<file path="config.mk">
export PLATFORM = sky130hd
export DESIGN_NAME = rst_strap_drv
export DESIGN_NICKNAME = d
export VERILOG_FILES = /design/src/rtl/rsd_pkg.sv /design/src/rtl/rsd_sync.sv /design/src/rtl/rsd_window.sv /design/src/rtl/rsd_half_mux.sv /design/src/rtl/rst_strap_drv.sv
export SDC_FILE = /design/constraint.sdc
export NUM_CORES = 1
export LEC_CHECK = 0
export BUFFER_PORTS_ARGS = -buffer_cell sky130_fd_sc_hd__buf_2
export CORE_AREA = 2 2 48 50
export CTS_BUF_LIST = sky130_fd_sc_hd__clkbuf_16
export CTS_CLUSTER_SIZE = 40
export DETAILED_ROUTE_END_ITERATION = 7
export DIE_AREA = 0 0 50 52
export PLACE_DENSITY = 0.71
export SLEW_MARGIN = 25
export SYNTH_ARGS = -nofsm -noshare
export SYNTH_HDL_FRONTEND = slang
export SYNTH_SLANG_ARGS = --single-unit
</file>
<file path="constraint.sdc">
create_clock -name clk -period 1.1 [get_ports clk]
set_clock_uncertainty 0.15 [all_clocks]
set_input_delay 0.11 -clock clk [delete_from_list [all_inputs] [get_ports clk]]
set_output_delay 0.11 -clock clk [all_outputs]
set_load 0.05 [all_outputs]
</file>
<file path="src/rtl/rsd_pkg.sv">
package rsd_pkg;
  localparam int unsigned RSD_HALF_W_DEF      = 8;
  localparam int unsigned RSD_SYNC_STAGES_DEF = 2;
  localparam int unsigned RSD_HALVES          = 2;
endpackage

</file>
<file path="src/rtl/rsd_sync.sv">
module rsd_sync #(
  parameter int unsigned STAGES = rsd_pkg::RSD_SYNC_STAGES_DEF
) (
  input  logic clk,
  input  logic rst,
  input  logic d,
  output logic q
);
  logic [STAGES-1:0] chain;

  generate
    genvar g;
    for (g = 0; g < STAGES; g++) begin : g_stage
      if (g == 0) begin : g_first
        always_ff @(posedge clk) begin
          if (rst) chain[0] <= 1'b0;
          else     chain[0] <= d;
        end
      end else begin : g_next
        always_ff @(posedge clk) begin
          if (rst) chain[g] <= 1'b0;
          else     chain[g] <= chain[g-1];
        end
      end
    end
  endgenerate

  assign q = chain[STAGES-1];
endmodule

</file>
<file path="src/rtl/rsd_window.sv">
module rsd_window (
  input  logic clk,
  input  logic rst,
  input  logic rst_sync,
  input  logic mode_en,
  input  logic bus_busy,
  output logic take
);
  logic win_q;
  logic release_edge;

  always_ff @(posedge clk) begin
    if (rst) win_q <= 1'b0;
    else     win_q <= rst_sync;
  end

  // falling edge of the synchronised reset ends the window on that same edge
  assign release_edge = win_q & ~rst_sync;
  assign take = mode_en & win_q & ~release_edge & ~bus_busy;
endmodule

</file>
<file path="src/rtl/rsd_half_mux.sv">
module rsd_half_mux #(
  parameter int unsigned W = rsd_pkg::RSD_HALF_W_DEF
) (
  input  logic         take,
  input  logic [W-1:0] strap,
  input  logic [W-1:0] dout,
  input  logic [W-1:0] oe_in,
  output logic [W-1:0] pin,
  output logic [W-1:0] pin_oe
);
  generate
    genvar b;
    for (b = 0; b < W; b++) begin : g_bit
      always_comb begin
        pin[b]    = take ? strap[b] : dout[b];
        pin_oe[b] = take ? 1'b1     : oe_in[b];
      end
    end
  endgenerate
endmodule

</file>
<file path="src/rtl/rst_strap_drv.sv">
module rst_strap_drv #(
  parameter int unsigned HALF_W      = rsd_pkg::RSD_HALF_W_DEF,
  parameter int unsigned SYNC_STAGES = rsd_pkg::RSD_SYNC_STAGES_DEF
) (
  input  logic                  clk,
  input  logic                  rst,
  input  logic                  sys_rst_raw,
  input  logic                  bus_busy,
  input  logic                  mode_en,
  input  logic [2*HALF_W-1:0]   strap_word,
  input  logic [2*HALF_W-1:0]   port_dout,
  input  logic [2*HALF_W-1:0]   port_oe,
  output logic [HALF_W-1:0]     pin_hi,
  output logic [HALF_W-1:0]     pin_oe_hi,
  output logic [HALF_W-1:0]     pin_lo,
  output logic [HALF_W-1:0]     pin_oe_lo
);
  localparam int unsigned NH     = rsd_pkg::RSD_HALVES;
  localparam int unsigned DATA_W = NH * HALF_W;

  logic              rst_sync;
  logic              take;
  logic [DATA_W-1:0] pin_all;
  logic [DATA_W-1:0] oe_all;

  rsd_sync #(.STAGES(SYNC_STAGES)) u_sync (
    .clk (clk),
    .rst (rst),
    .d   (sys_rst_raw),
    .q   (rst_sync)
  );

  rsd_window u_win (
    .clk      (clk),
    .rst      (rst),
    .rst_sync (rst_sync),
    .mode_en  (mode_en),
    .bus_busy (bus_busy),
    .take     (take)
  );

  generate
    genvar h;
    for (h = 0; h < NH; h++) begin : g_half
      rsd_half_mux #(.W(HALF_W)) u_mux (
        .take   (take),
        .strap  (strap_word[h*HALF_W +: HALF_W]),
        .dout   (port_dout[h*HALF_W +: HALF_W]),
        .oe_in  (port_oe[h*HALF_W +: HALF_W]),
        .pin    (pin_all[h*HALF_W +: HALF_W]),
        .pin_oe (oe_all[h*HALF_W +: HALF_W])
      );
    end
  endgenerate

  assign pin_lo    = pin_all[HALF_W-1:0];
  assign pin_oe_lo = oe_all[HALF_W-1:0];
  assign pin_hi    = pin_all[DATA_W-1:HALF_W];
  assign pin_oe_hi = oe_all[DATA_W-1:HALF_W];
endmodule

</file>
# ---- Yosys cells after proc, flatten, opt, wreduce, memory -nomap -nowiden
# Cells that the tools add are included.
dict set report totals {
  output_inout_bits 32
  reg_bits 3
  inputBits 53
  wordCells 42
}
dict set report op_classes {
  mux 32
  n_bitwise 7
}
# op n
set op_table {}
lappend op_table {{1-bit two-way mux} 32}
lappend op_table {{1-bit AND} 4}
lappend op_table {{1-bit NOT} 3}

# ---- Logic depth before layout (Yosys ltp)
# Gate-level depths: netlist (run 1).
dict set report depth {
  ltp_word 6
  depth_mapped 3
  ltp_nobuf 2
}

# ---- By module
# From an unflattened synthesis (run 1), not the netlist that was laid out.
dict set report unflattened {
  cells_unflattened 43
  area_unflattened_um2 436.7
}
# mod cells_per_inst seq_area_each_um2 instances area_each_um2
set by_module_without_submodules {}
lappend by_module_without_submodules {rsd_half_mux 18 0.0 2 173.9}
lappend by_module_without_submodules {rsd_sync 4 40.0 1 52.6}
lappend by_module_without_submodules {rsd_window 3 20.0 1 36.3}

# ---- Least setup slack after synthesis (run 1)
# Ideal clock, no wire load.
dict set report synth_timing {
  path_kind {reg-to-output}
  start {register u_sync.chain[1] (netlist: u_sync.q)}
  end {output port pin_oe_hi[3]}
  t_required_ps 840
  stages_incl_launch_ff 4
  setup_slack_ps -250
  arrival_time_ps 1090
  n_path_buf 1
  path_cell_list {dfxtp_1 -> nand4b_4 -> clkbuf_1 -> nand2b_1}
}
dict set report synth_between {
  elab_chain_cells 6
}
# element line_no
set synth_rtl {}
lappend synth_rtl {{from (decl)} rsd_sync.sv:9} ;# logic [STAGES-1:0] chain;
lappend synth_rtl {{from (signal, indexed assignment)} rsd_sync.sv:22} ;# else chain[g] <= chain[g-1];
lappend synth_rtl {{1-bit NOT} rsd_window.sv:18} ;# assign release_edge = win_q & ~rst_sync;
lappend synth_rtl {{1-bit AND} rsd_window.sv:18}
lappend synth_rtl {{1-bit NOT} rsd_window.sv:19} ;# assign take = mode_en & win_q & ~release_edge & ~bus_busy;
lappend synth_rtl {{1-bit AND (2 in a row)} rsd_window.sv:19}
lappend synth_rtl {{1-bit two-way mux} rsd_half_mux.sv:16} ;# pin_oe[b] = take ? 1'b1 : oe_in[b];
lappend synth_rtl {{to (decl)} rst_strap_drv.sv:14} ;# output logic [HALF_W-1:0] pin_oe_hi,
# No other way between the ends.

# ---- Worst setup path in the final report (run 1)
dict set report layout_timing {
  start {register u_sync.chain[1] (netlist: u_sync.q)}
  end {output port pin_hi[6]}
}
dict set report layout_between {
  elab_chain_cells 6
}
# element line_no
set layout_rtl {}
lappend layout_rtl {{1-bit NOT} rsd_window.sv:18}
lappend layout_rtl {{1-bit AND} rsd_window.sv:18}
lappend layout_rtl {{1-bit NOT} rsd_window.sv:19}
lappend layout_rtl {{1-bit AND (2 in a row)} rsd_window.sv:19}
lappend layout_rtl {{1-bit two-way mux} rsd_half_mux.sv:15} ;# pin[b] = take ? strap[b] : dout[b];
lappend layout_rtl {{to (decl)} rst_strap_drv.sv:13} ;# output logic [HALF_W-1:0] pin_hi,
# No other way between the ends.

==> flow_metrics.env, run 1 <==
export IMPL_report_final_setup_viol=32
export IMPL_critical_path_n_buffers_inverters=2
export IMPL_crit_path_start_kind="register"
export IMPL_drv_cap=0
export IMPL_rsz0062_at_grt="true"
export IMPL_synth_area_per_cell_um2=11.0
export IMPL_post_synth_inst_count=42
export IMPL_initialDrtViolationCount=3
export IMPL_synth_cell_types=8
export IMPL_floorplan_initialDensity_pct=21.9
export IMPL_ff2ff_path_depth=1
export IMPL_grt_ovfl_total=0
export IMPL_timing_critical_path_slowest_stage_cell="dfxtp_2"
export IMPL_synth_net_count=95
export IMPL_totalPowerFinal_w=0.00130
export IMPL_place_detailed_instances=155
export IMPL_grt_pass1_wl_um=3110
export IMPL_time_the_worst_path_needs_with_i_o_delays_and_setup_ns=1.60
export IMPL_grt_util_all_layers_pct=15.9
export IMPL_instances_no_fill=162
export IMPL_timing_slew_headroom_pct=92.2
export IMPL_fp_dieH_um=52
export IMPL_worstPathRequired_ns=0.84
export IMPL_wl_um=2050
export IMPL_ir_worst_vdd_mv=1.04
export IMPL_final_max_slew_viol_count=0
export IMPL_max_freq_mhz=623
export IMPL_topRoutingLayerUsed="met4"
export IMPL_detail_route_wirelength_met1_um=546
export IMPL_p_leak_nw=0.863
export IMPL_via_density_per_instance=4.37
export IMPL_critical_path_maximum_fanout=10
export IMPL_cts_reportedPaths_clkPinSlew_ns=0.03
export IMPL_synthesis_area_um2=462
export IMPL_synth_area_leaders="mux2_4 46%, nand2b_1 22%, dfxtp_1 13%"
export IMPL_boundary_pin_count=85
export IMPL_clk_path_buf_depth=2
export IMPL_worstPathArrival_ns=1.34
export IMPL_post_drt_antenna_nets=0
export IMPL_worst_slew_pin_slew_ns=0.117
export IMPL_holdCritPathClass="reg2reg"
export IMPL_cts_sinks=3
export IMPL_synth_top_area_cell="mux2_4"
export IMPL_core_region_area_um2=2110
export IMPL_ctsHtreeMaxLevel=1
export IMPL_synth_to_final_area_change_pct=211
export IMPL_synth_top_cell_area_share_pct=45.5
export IMPL_io_buffers=84
export IMPL_status="finished with violations"
export IMPL_wl_per_cell_um=12.6
export IMPL_timing_critical_path_slowest_cell_delay_ns=0.33
export IMPL_pwr_density_cell_nw_per_um2=904
export IMPL_met2_wirelength_um=1240
export IMPL_detailroute_wirelength_met3_um=234
export IMPL_finalNetCount=188
export IMPL_finalWeightedCongestion=0.666
export IMPL_detail_route_drc_violations=0
export IMPL_crit_end_element="output pin"
export IMPL_cts_tree="done"
export IMPL_drive_above_1_share_pct=94.0
export IMPL_fp_dieArea_um2=2600
export IMPL_grt_start_max_net_pins=11
export IMPL_synth_yosys_warnings=0
export IMPL_hold_violations=0
export IMPL_clk_root_buffer_cell="clkbuf_16"
export IMPL_flops_latches_synth=3
export IMPL_firstDrtPassIters=4
export IMPL_cts_buffers=3
export IMPL_ant_cells=0
export IMPL_dieWidth_um=50
export IMPL_synth_yosys_seq_area_share_pct=13.0
export IMPL_number_of_antenna_violations_at_the_first_check_in_global_routing=0
export IMPL_failing_checks="negative setup slack"
export IMPL_min_path_cells=1
export IMPL_num_rows=17
export IMPL_grt_pass1_vias=723
export IMPL_worst_skew_pair_late_latency_ns=0.22
export IMPL_route_vias_total=708
export IMPL_worst_setup_path_type="reg2out"
export IMPL_finalWorstSetupSlack_ns=-0.505
export IMPL_post_layout_utilization_of_the_core_pct=68.1
export IMPL_min_period_over_period_pct=146
export IMPL_totalNegativeSetupSlack_ns=-14.27
export IMPL_cpLargestDelayFamily="flip-flops"
export IMPL_critical_path_depth=4
export IMPL_critical_path_cell_chain="nand4b_4, buf_12, mux2_4, buf_6"
registers in the layout, indices dropped and copies added (netlist names):
register	flops
u_sync.chain	1
u_sync.q	1
u_win.win_q	1
worst paths after layout:
path,slack (ns),start,to
hold / removal,0.29,u_sync.chain[0],u_sync.q
setup / recovery,-0.50,u_sync.q,pin_hi[6]
setup reg to reg,0.40,u_sync.q,u_win.win_q
hold reg to reg,0.29,u_sync.chain[0],u_sync.q
stage by stage:
stage / instance area [µm²] / setup WS, ns / hold slack, ns
after floorplan: 552 / -0.186 / 0.0242
after global placement: 1040 / -0.297 / 0.151
after detailed placement: 1040 / -0.320 / 0.150
after CTS: 1400 / -0.510 / 0.289
after global routing: 1430 / -0.555 / 0.296
final: 1430 / -0.505 / 0.285
synth_stat cells:
library cell / number
buf_6: 2
clkbuf_1: 1
dfxtp_1: 3
mux2_2: 2
mux2_4: 14
nand2b_1: 16
nand4b_4: 1
nor2b_1: 3
power by group:
| part | internal (W) | switching (W) | total (W) |
|---|---|---|---|
| clock network | 0.000469 | 0.000104 | 0.000573 |
| logic | 0.000291 | 0.000316 | 0.000606 |
| registers | 0.000115 | 0.00000238 | 0.000117 |
| total | 0.000875 | 0.000422 | 0.00130 |
per-layer routing:
metal / GRT usage (%) / vias to the layer above
li1: - / 329
met1: 12.4 / 320
met2: 33.6 / 54
met3: 6.03 / 5
met4: 6.94 / 0
met5: 0 / -
area by class of cell:
class                           instances  area (µm²)
Sequential cell                         3        62.6
Clock buffer                            3        75.1
Multi-Input combinational cell         36         478
Clock inverter                          1        3.75
Tap cell                               28        35.0
Timing Repair Buffer                   91         779
Fill cell                             166         672
cells in the final DEF (no fill, tap or decap):
master / n
buf_2: 52
clkbuf_16: 3
nand4b_4: 1
mux2_2: 2
mux2_4: 14
buf_8: 15
nor2b_1: 3
inv_1: 1
buf_12: 3
nand2b_2: 2
dfxtp_1: 1
nand2b_1: 1
buf_6: 19
dfxtp_2: 2
nand2b_4: 13
dlygate4sd3_1: 2
what timing repair did:
action,in CTS,in global routing
pin swaps,0,0
hold buffers,2,0
setup endpoints to repair,32,32
buffers inserted,1,0
resized for setup,77,7
hold endpoints to repair,3,0
logic make-up (layout without fill, tap and decap cells):
family | after synthesis | in the layout | synth area share, %
buffers and inverters | 3 | 95 | 5.69
DFF | 3 | 3 | 13.0
muxes | 16 | 16 | 50.4
and+or+nand+nor | 20 | 20 | 30.9
Note: power is estimated with default switching activity, not from simulation.
==> run 2: changes to the inputs <==
==> constraint.sdc (replaced) <==
create_clock -name clk -period 1.4 [get_ports clk]
set_clock_uncertainty 0.15 [all_clocks]
set_input_delay 0.14 -clock clk [delete_from_list [all_inputs] [get_ports clk]]
set_output_delay 0.14 -clock clk [all_outputs]
set_load 0.05 [all_outputs]
==> flow_metrics.env, run 2 (synthesized netlist as in run 1, its figures left out) <==
export IMPL_layout_cells_most_common="buf_2"
export IMPL_ir_worst_vdd_mv=0.821
export IMPL_drv_cap=0
export IMPL_hold_violations=0
export IMPL_final_fill_count=162
export IMPL_crit_end_element="output pin"
export IMPL_setup_slack_after_placement_ns=-0.0827
export IMPL_finalWeightedCongestion=0.634
export IMPL_min_delay_worst_endpoint="u_sync.q"
export IMPL_grt_pass1_vias=715
export IMPL_ant_cells=0
export IMPL_pwr_density_cell_nw_per_um2=705
export IMPL_boundary_pin_count=85
export IMPL_timing_critical_path_slowest_stage_cell="dfxtp_2"
export IMPL_totalNegativeSetupSlack_ns=-5.53
export IMPL_r2r_setup_slack_ns=0.69
export IMPL_worst_setup_path_type="reg2out"
export IMPL_p_leak_nw=0.851
export IMPL_via_density_per_instance=4.06
export IMPL_num_rows=17
export IMPL_status="finished with violations"
export IMPL_fp_dieH_um=52
export IMPL_post_drt_antenna_nets=0
export IMPL_final_max_slew_viol_count=0
export IMPL_cts_sinks=3
export IMPL_critical_path_cell_chain="nand4b_4, buf_12, mux2_4, buf_6"
export IMPL_core_region_area_um2=2110
export IMPL_mostFrequentLayoutCells="52 x buf_2, 21 x buf_6, 14 x mux2_4, 12 x nand2b_4, 12 x buf_8"
export IMPL_worstPathArrival_ns=1.35
export IMPL_detail_route_drc_violations=0
export IMPL_clk_path_buf_depth=2
export IMPL_ff2ff_path_depth=1
export IMPL_crit_path_start_kind="register"
export IMPL_critical_path_maximum_fanout=14
export IMPL_finalNetCount=189
export IMPL_clk_root_buffer_cell="clkbuf_16"
export IMPL_max_freq_mhz=610
export IMPL_finalWorstSetupSlack_ns=-0.239
export IMPL_min_path_cells=1
export IMPL_area_sequential_um2=62.6
export IMPL_fp_dieArea_um2=2600
export IMPL_wl_per_cell_um=13.4
export IMPL_grt_start_max_net_pins=15
export IMPL_ctsHtreeMaxLevel=1
export IMPL_report_final_setup_viol=32
export IMPL_regToRegEndpoint="u_win.win_q"
export IMPL_cts_buffers=3
export IMPL_whs_ns=0.294
export IMPL_io_buffers=84
export IMPL_timing_rr_start="u_sync.q"
export IMPL_failing_checks="negative setup slack"
export IMPL_timing_critical_path_slowest_cell_delay_ns=0.35
export IMPL_initialDrtViolationCount=2
export IMPL_cts_reportedPaths_clkPinSlew_ns=0.03
export IMPL_grt_util_all_layers_pct=16.6
export IMPL_post_layout_utilization_of_the_core_pct=68.0
export IMPL_worst_skew_pair_late_latency_ns=0.22
export IMPL_grt_ovfl_total=0
export IMPL_number_of_antenna_violations_at_the_first_check_in_global_routing=0
export IMPL_worst_slew_pin_slew_ns=0.120
export IMPL_grt_pass1_wl_um=3220
export IMPL_drive_above_1_share_pct=91.9
export IMPL_timing_slew_headroom_pct=92.0
export IMPL_min_period_over_period_pct=117
export IMPL_route_vias_total=661
export IMPL_floorplan_initialDensity_pct=21.9
export IMPL_wl_um=2180
export IMPL_time_the_worst_path_needs_with_i_o_delays_and_setup_ns=1.64
export IMPL_worstPathRequired_ns=1.11
export IMPL_dieWidth_um=50
export IMPL_start_point_of_the_worst_hold_path="u_sync.chain[0]"
export IMPL_rsz0062_at_grt="true"
export IMPL_firstDrtPassIters=4
export IMPL_holdCritPathClass="reg2reg"
export IMPL_cts_tree="done"
export IMPL_synth_to_final_area_change_pct=210
export IMPL_multi_input_gate_area_um2=465
==> run 2: what timing repair did <==
action	CTS	global route
endpoints found under the setup margin	32	32
hold buffers	2	0
cloned	0	1
buffers inserted	3	0
endpoints found under the hold margin	3	0
resized for setup	87	4
==> run 2: how the worst max path moves through the flow <==
stage | cells after the start | slack (ns) | start | end
floorplan | 3 | 0.02 | u_sync.q | pin_oe_hi[3]
global placement | 4 | -0.05 | u_sync.q | pin_hi[2]
detailed placement | 4 | -0.08 | u_sync.q | pin_lo[4]
CTS | 4 | -0.23 | u_win.win_q | pin_hi[2]
global route | 4 | -0.26 | u_win.win_q | pin_hi[2]
finish | 4 | -0.24 | u_sync.q | pin_lo[4]
==> run 2: worst max-delay path, delay by kind of cell, from the launching register on <==
family,cells,cell delay [ns]
buf+inv,2,0.33
flops,1,0.35
mux,1,0.30
simple gates,1,0.13
==> run 2: power breakdown <==
part           leakage [nW]  internal, W  switching, W  total (W)
registers            0.0255    0.0000900    0.00000230  0.0000923
clock network        0.0423     0.000368     0.0000772   0.000445
logic                 0.784     0.000223      0.000249   0.000472
==> run 2: through the flow <==
stage | instances | cell area, µm² | total power (W)
after floorplan | 42 | 462 | 0.000331
after global placement | 153 | 931 | 0.000443
after detailed placement | 153 | 931 | 0.000448
after CTS | 162 | 1380 | 0.00101
after global routing | 163 | 1430 | 0.00105
final | 163 | 1430 | 0.00101
==> run 2: final cells by class <==
class	instances	area share, %
sequential	3	4.37
clock inverter	1	0.262
multi-input combinational	36	32.5
clock buffer	3	5.24
timing repair buffer	92	55.2
tap	28	2.45
==> run 2: layer usage <==
metal  wire [µm]  vias up  track usage, %
met5           0        -               0
met4           8        0            6.48
li1            -      327               -
met1         608      287            14.0
met3         189        2            4.31
met2        1370       45            35.7
